$ cat config.mk
export PLATFORM = sky130hd
export DESIGN_NAME = gpio_irq_bank
export DESIGN_NICKNAME = d
export VERILOG_FILES = /design/src/rtl/gpb_pkg.sv /design/src/rtl/gpb_sync.sv /design/src/rtl/gpb_trigger.sv /design/src/rtl/gpb_regs.sv /design/src/rtl/gpio_irq_bank.sv
export SDC_FILE = /design/constraint.sdc
export NUM_CORES = 1
export LEC_CHECK = 0
export BUFFER_PORTS_ARGS = -buffer_cell sky130_fd_sc_hd__clkbuf_2
export CORE_ASPECT_RATIO = 1.2
export CORE_MARGIN = 1
export CORE_UTILIZATION = 55
export CTS_CLUSTER_DIAMETER = 150
export DETAILED_ROUTE_END_ITERATION = 8
export PLACE_DENSITY_LB_ADDON = 0.15
export RECOVER_POWER = 25
export SLEW_MARGIN = 30
export SYNTH_ARGS = -nofsm -noshare
export SYNTH_HDL_FRONTEND = slang
export SYNTH_HIERARCHICAL = 1
export SYNTH_SLANG_ARGS = --single-unit
$ cat constraint.sdc
create_clock -name clk -period 2.4 [get_ports clk]
set_input_delay 0.24 -clock clk [delete_from_list [all_inputs] [get_ports clk]]
set_output_delay 0.24 -clock clk [all_outputs]
set_load 0.01 [all_outputs]
$ cat src/rtl/gpb_pkg.sv
package gpb_pkg;

    typedef enum logic [1:0] {
        TRG_LVL_LO = 2'b00,
        TRG_LVL_HI = 2'b01,
        TRG_RISE   = 2'b10,
        TRG_FALL   = 2'b11
    } trig_e;

    localparam int OFS_DATA  = 'h00;
    localparam int OFS_DIR   = 'h04;
    localparam int OFS_PAD   = 'h08;
    localparam int OFS_CFGLO = 'h0C;
    localparam int OFS_CFGHI = 'h10;
    localparam int OFS_MASK  = 'h14;
    localparam int OFS_STAT  = 'h18;

endpackage

$ cat src/rtl/gpb_sync.sv
// Multi-stage synchroniser; also provides the stage after the output for edge compare.
module gpb_sync #(
    parameter int WIDTH  = 32,
    parameter int STAGES = 2
) (
    input  logic             clk,
    input  logic             rst_n,
    input  logic [WIDTH-1:0] d,
    output logic [WIDTH-1:0] q,
    output logic [WIDTH-1:0] q_prev
);
    localparam int LAST = STAGES;

    logic [LAST:0][WIDTH-1:0] chain;

    always_ff @(posedge clk or negedge rst_n) begin
        if (!rst_n) begin
            chain <= '0;
        end else begin
            chain[0] <= d;
            for (int s = 1; s <= LAST; s++) begin
                chain[s] <= chain[s-1];
            end
        end
    end

    assign q      = chain[LAST-1];
    assign q_prev = chain[LAST];
endmodule

$ cat src/rtl/gpb_trigger.sv
// Per-pin trigger decode: level or edge condition from the packed config words.
module gpb_trigger
    import gpb_pkg::*;
#(
    parameter int NPINS = 32
) (
    input  logic [NPINS-1:0] cfg_lo,
    input  logic [NPINS-1:0] cfg_hi,
    input  logic [NPINS-1:0] cur,
    input  logic [NPINS-1:0] prev,
    output logic [NPINS-1:0] hit
);
    localparam int HALF = NPINS / 2;

    for (genvar p = 0; p < NPINS; p++) begin : g_pin
        localparam int SH = 2 * (p % HALF);
        trig_e kind;
        logic  fire;

        if (p < HALF) begin : g_low_word
            assign kind = trig_e'(cfg_lo[SH +: 2]);
        end else begin : g_high_word
            assign kind = trig_e'(cfg_hi[SH +: 2]);
        end

        always_comb begin
            unique case (kind)
                TRG_LVL_LO: fire = ~cur[p];
                TRG_LVL_HI: fire = cur[p];
                TRG_RISE:   fire = cur[p] & ~prev[p];
                TRG_FALL:   fire = ~cur[p] & prev[p];
                default:    fire = 1'b0;
            endcase
        end

        assign hit[p] = fire;
    end
endmodule

$ cat src/rtl/gpb_regs.sv
// Register file, write-one-to-clear status, registered interrupt and read mux.
module gpb_regs
    import gpb_pkg::*;
#(
    parameter int NPINS  = 32,
    parameter int ADDR_W = 5
) (
    input  logic              clk,
    input  logic              rst_n,
    input  logic              bus_sel,
    input  logic              bus_we,
    input  logic [ADDR_W-1:0] bus_addr,
    input  logic [NPINS-1:0]  bus_wdata,
    output logic [NPINS-1:0]  bus_rdata,
    input  logic [NPINS-1:0]  pad_sync,
    input  logic [NPINS-1:0]  trig_hit,
    output logic [NPINS-1:0]  dir_o,
    output logic [NPINS-1:0]  dout_o,
    output logic [NPINS-1:0]  cfg_lo_o,
    output logic [NPINS-1:0]  cfg_hi_o,
    output logic              irq_o
);
    localparam logic [ADDR_W-1:0] A_DATA  = ADDR_W'(OFS_DATA);
    localparam logic [ADDR_W-1:0] A_DIR   = ADDR_W'(OFS_DIR);
    localparam logic [ADDR_W-1:0] A_PAD   = ADDR_W'(OFS_PAD);
    localparam logic [ADDR_W-1:0] A_CFGLO = ADDR_W'(OFS_CFGLO);
    localparam logic [ADDR_W-1:0] A_CFGHI = ADDR_W'(OFS_CFGHI);
    localparam logic [ADDR_W-1:0] A_MASK  = ADDR_W'(OFS_MASK);
    localparam logic [ADDR_W-1:0] A_STAT  = ADDR_W'(OFS_STAT);

    logic [NPINS-1:0] data_q, dir_q, cfg_lo_q, cfg_hi_q, mask_q, stat_q;
    logic [NPINS-1:0] clr_bits;
    logic             irq_q;
    logic             wr_en, rd_en;

    assign wr_en = bus_sel & bus_we;
    assign rd_en = bus_sel & ~bus_we;

    always_comb begin
        clr_bits = '0;
        if (wr_en && bus_addr == A_STAT) begin
            clr_bits = bus_wdata;
        end
    end

    // State register process
    always_ff @(posedge clk or negedge rst_n) begin
        if (!rst_n) begin
            data_q   <= '0;
            dir_q    <= '0;
            cfg_lo_q <= '0;
            cfg_hi_q <= '0;
            mask_q   <= '0;
            stat_q   <= '0;
            irq_q    <= 1'b0;
        end else begin
            // a still-active source wins over a clear on the same edge
            stat_q <= (stat_q & ~clr_bits) | trig_hit;
            irq_q  <= |(stat_q & mask_q);
            if (wr_en) begin
                case (bus_addr)
                    A_DATA:  data_q   <= bus_wdata;
                    A_DIR:   dir_q    <= bus_wdata;
                    A_CFGLO: cfg_lo_q <= bus_wdata;
                    A_CFGHI: cfg_hi_q <= bus_wdata;
                    A_MASK:  mask_q   <= bus_wdata;
                    default: ;
                endcase
            end
        end
    end

    // Output process: read mux
    always_comb begin
        bus_rdata = '0;
        if (rd_en) begin
            case (bus_addr)
                A_DATA:  bus_rdata = (dir_q & data_q) | (~dir_q & pad_sync);
                A_DIR:   bus_rdata = dir_q;
                A_PAD:   bus_rdata = pad_sync;
                A_CFGLO: bus_rdata = cfg_lo_q;
                A_CFGHI: bus_rdata = cfg_hi_q;
                A_MASK:  bus_rdata = mask_q;
                A_STAT:  bus_rdata = stat_q;
                default: bus_rdata = '0;
            endcase
        end
    end

    assign dir_o    = dir_q;
    assign dout_o   = data_q;
    assign cfg_lo_o = cfg_lo_q;
    assign cfg_hi_o = cfg_hi_q;
    assign irq_o    = irq_q;
endmodule

$ cat src/rtl/gpio_irq_bank.sv
module gpio_irq_bank #(
    parameter int NPINS       = 32,
    parameter int ADDR_W      = 5,
    parameter int SYNC_STAGES = 2
) (
    input  logic              clk,
    input  logic              rst_n,
    input  logic              bus_sel,
    input  logic              bus_we,
    input  logic [ADDR_W-1:0] bus_addr,
    input  logic [NPINS-1:0]  bus_wdata,
    output logic [NPINS-1:0]  bus_rdata,
    input  logic [NPINS-1:0]  pad_in,
    output logic [NPINS-1:0]  pad_oe,
    output logic [NPINS-1:0]  pad_out,
    output logic              irq
);
    logic [NPINS-1:0] pad_sync, pad_prev, hit;
    logic [NPINS-1:0] cfg_lo, cfg_hi;

    gpb_sync #(.WIDTH(NPINS), .STAGES(SYNC_STAGES)) u_sync (
        .clk    (clk),
        .rst_n  (rst_n),
        .d      (pad_in),
        .q      (pad_sync),
        .q_prev (pad_prev)
    );

    gpb_trigger #(.NPINS(NPINS)) u_trig (
        .cfg_lo (cfg_lo),
        .cfg_hi (cfg_hi),
        .cur    (pad_sync),
        .prev   (pad_prev),
        .hit    (hit)
    );

    gpb_regs #(.NPINS(NPINS), .ADDR_W(ADDR_W)) u_regs (
        .clk       (clk),
        .rst_n     (rst_n),
        .bus_sel   (bus_sel),
        .bus_we    (bus_we),
        .bus_addr  (bus_addr),
        .bus_wdata (bus_wdata),
        .bus_rdata (bus_rdata),
        .pad_sync  (pad_sync),
        .trig_hit  (hit),
        .dir_o     (pad_oe),
        .dout_o    (pad_out),
        .cfg_lo_o  (cfg_lo),
        .cfg_hi_o  (cfg_hi),
        .irq_o     (irq)
    );
endmodule

==> results.sh <==
export IMPL_finalHoldViolations=0
export IMPL_antenna_found_initial=1
export IMPL_drt_pass1_iterations=5
export IMPL_power_density_nw_per_um2=744
export IMPL_coreArea_sq_um=24800
export IMPL_synth_edf_count=0
export IMPL_finalClockSkew_ns=0.0159
export IMPL_drc=0
export IMPL_cts_tree="built"
export IMPL_crit_chain="clkbuf_2, or3b_1, buf_4, nor3_1, buf_4, a21oi_1, a31oi_1, clkbuf_2"
export IMPL_layout_commonest_cell="dfrtp_1"
export IMPL_wl_per_cell_um=22.9
export IMPL_ioPinCount=170
export IMPL_ys_seq_area_share_pct=51.6
export IMPL_layout_drive_gt1_share_pct=34.6
export IMPL_total_power_w=0.0120
export IMPL_synth_seq_cells=289
export IMPL_track_usage_pct=29.5
export IMPL_drt_iter0_markers=715
export IMPL_mostFrequentLayoutCells="289 x dfrtp_1, 166 x clkbuf_2, 126 x mux2_2, 88 x nand2_1, 63 x mux2i_1"
export IMPL_outcome="complete, no violations"
export IMPL_slew_headroom_pct=55.1
export IMPL_worst_setup_path_type="input pin to output port"
export IMPL_finalCritPeriodShare_pct=93.5
export IMPL_dpl_hpwl_um=26200
export IMPL_routed_wl_um=37900
export IMPL_grt_pass1_vias=10200
export IMPL_synth_top_family_by_area="multiplexers"
export IMPL_synth_xor_area_share_pct=0
export IMPL_drv_cap=0
export IMPL_rsz0062_at_grt="no"
export IMPL_synth_fa_ha_area_share_pct=0
export IMPL_num_vias=9998
export IMPL_nNetsFinal=1381
export IMPL_drtAntennaViolNets=0
export IMPL_synthTopCellsByArea="dfrtp_1 52%, mux2_2 10%, buf_4 5.4%"
export IMPL_fillers=1958
export IMPL_hp_class="input pin to flop"
export IMPL_initial_core_util_pct=56.4
export IMPL_synth_cell_types=41
export IMPL_post_dp_cell_area_sq_um=14800
export IMPL_start_kind="input pin"
export IMPL_setup_tns_ns=0
export IMPL_synth_top_cell_area_share_pct=51.6
export IMPL_clkTransAtPathRegs_ns=0.06
export IMPL_finalMaxSlewViolations=0
export IMPL_synth_area_sq_um=14000
export IMPL_die_h_um=177
export IMPL_syn_num_nets=1250
export IMPL_crit_fanout=9
export IMPL_place_port_buffers=169
export IMPL_yosys_area_share_simple_pct=9.98
export IMPL_setup_violations=0
export IMPL_die_w_um=148
export IMPL_muxShareOfSynthArea_pct=18.2
export IMPL_fmax_ghz=0.446
export IMPL_ys_flop_type="dfrtp_1"
export IMPL_cts_sinks=289
export IMPL_synthCells=1177
export IMPL_numCtsBuffers=29
export IMPL_required_ns=2.16
export IMPL_ys_warn_count=6
export IMPL_ys_async_sr_fraction_pct=100
export IMPL_utilization_pct=64.9
export IMPL_routed_via_density=6.04
export IMPL_holdWs_ns=0.0225
export IMPL_area_delta_synth_final_pct=15.0
export IMPL_synth_compound_area_share_pct=12.9
export IMPL_clockRootBuffer="clkbuf_16"
export IMPL_clockBufferDepth=3
export IMPL_place_gp_congestion=0.846
export IMPL_clkLatencyLatePin_ns=0.55
export IMPL_htree_levels=1
export IMPL_final_area_sq_um=16100
export IMPL_grt_ovfl_total=0
export IMPL_syn_avg_cell_area_sq_um=11.9
export IMPL_std_cell_rows=63
export IMPL_synth_area_leader_cell="dfrtp_1"
export IMPL_die_area_sq_um=26100
export IMPL_p_leak_nw=7.16
export IMPL_endpoint_kind="output port"
export IMPL_crit_path_top_delay_cell="or3b_1"
export IMPL_grt_max_degree=79
export IMPL_grt_pass1_wl_um=58600
export IMPL_period_minus_slack_ns=2.24
export IMPL_peakVddDrop_uv=501
export IMPL_worst_pin_slew_ns=0.674
export IMPL_slowest_delay_ns=0.43
export IMPL_cp_arrival_ns=2.00
[cells in the mapped netlist, types with 4 or more instances]
master    number
a21o_1        32
a21oi_1       40
a22oi_1       30
a31oi_1       10
a32oi_1       32
buf_1          9
buf_2         10
buf_4        100
clkbuf_1      28
dfrtp_1      289
inv_1         15
mux2_1         4
mux2_2       126
mux2_4        30
mux2i_1       63
nand2_1       88
nand2b_1      32
nand3_1       45
nand3b_1      12
nand4_1        4
nor2_1        20
o21ai_0       13
o21ba_2       32
o22a_1        18
o22ai_1       31
or3b_1        33
[metrics by stage]
| step | setup WS, ns | cells |
|---|---|---|
| 2_1_floorplan | 0.347 | 1177 |
| 3_3_place_gp | 0.185 | 1568 |
| 3_5_place_dp | 0.142 | 1568 |
| 4_1_cts | 0.146 | 1655 |
| 5_1_grt | 0.0224 | 1656 |
| 6_report | 0.156 | 1656 |
[layer usage]
metal / vias up / track usage, % / routed length, um
met2: 390 / 48.2 / 17900
met3: 81 / 4.28 / 2660
met1: 5067 / 40.2 / 16100
met5: - / 0 / 0
met4: 0 / 10.5 / 1200
li1: 4460 / - / -
[timing repair]
action                     CTS  global route
resized for setup            0             1
buffers inserted             0             0
setup endpoints to repair    0             1
hold buffers                34             0
hold endpoints to repair   105             0
[report_power, final]
group          internal (W)  leakage [nW]  switching (W)  total [W]
clock               0.00258         0.480        0.00186    0.00444
combinational      0.000889          3.14       0.000783    0.00167
sequential          0.00532          3.53       0.000548    0.00587
[path summary, 6_finish.rpt]
check / cells after the start / end / start / slack [ns]
setup reg to reg: 3 / u_regs/irq_o / u_regs/mask_q[15] / 0.84
hold / removal: 2 / u_regs/dir_o[5] / bus_wdata[5] / 0.02
min in group asynchronous: 2 / u_sync/chain[27] / rst_n / 0.27
hold reg to reg: 0 / u_sync/q[3] / u_sync/chain[3] / 0.35
max in group asynchronous: 3 / u_regs/dout_o[28] / rst_n / 1.26
setup / recovery: 8 / bus_rdata[9] / bus_addr[1] / 0.16
[cells by family after synthesis]
| kind of cell | Yosys count |
|---|---|
| buffers and inverters | 165 |
| AOI/OAI and AO/OA | 245 |
| muxes | 223 |
| DFF | 289 |
| and+or+nand+nor | 255 |
[critical path, delay by kind of cell]
kind                   cells  cell delay [ns]
AOI/OAI and AO/OA          2             0.33
buffers and inverters      4             0.79
and+or+nand+nor            2             0.64
[cell type report]
class | instances | area (sq um) | area share (%)
timing repair buffer | 250 | 1670 | 10.4
antenna | 1 | 2.50 | 0.0155
clock inverter | 8 | 43.8 | 0.272
inverter | 15 | 56.3 | 0.350
sequential | 289 | 7230 | 44.9
multi-input combinational | 723 | 5780 | 35.9
tap | 325 | 407 | 2.53
clock buffer | 45 | 906 | 5.63
[state kept, by name (all words and copies together), names as in the netlist]
signal / count
u_regs/cfg_hi_o: 32
u_regs/cfg_lo_o: 32
u_regs/dir_o: 32
u_regs/dout_o: 32
u_regs/irq_o: 1
u_regs/mask_q: 32
u_regs/stat_q: 32
u_sync/chain: 32
u_sync/q: 32
u_sync/q_prev: 32
(Power assumes the default switching activity.)
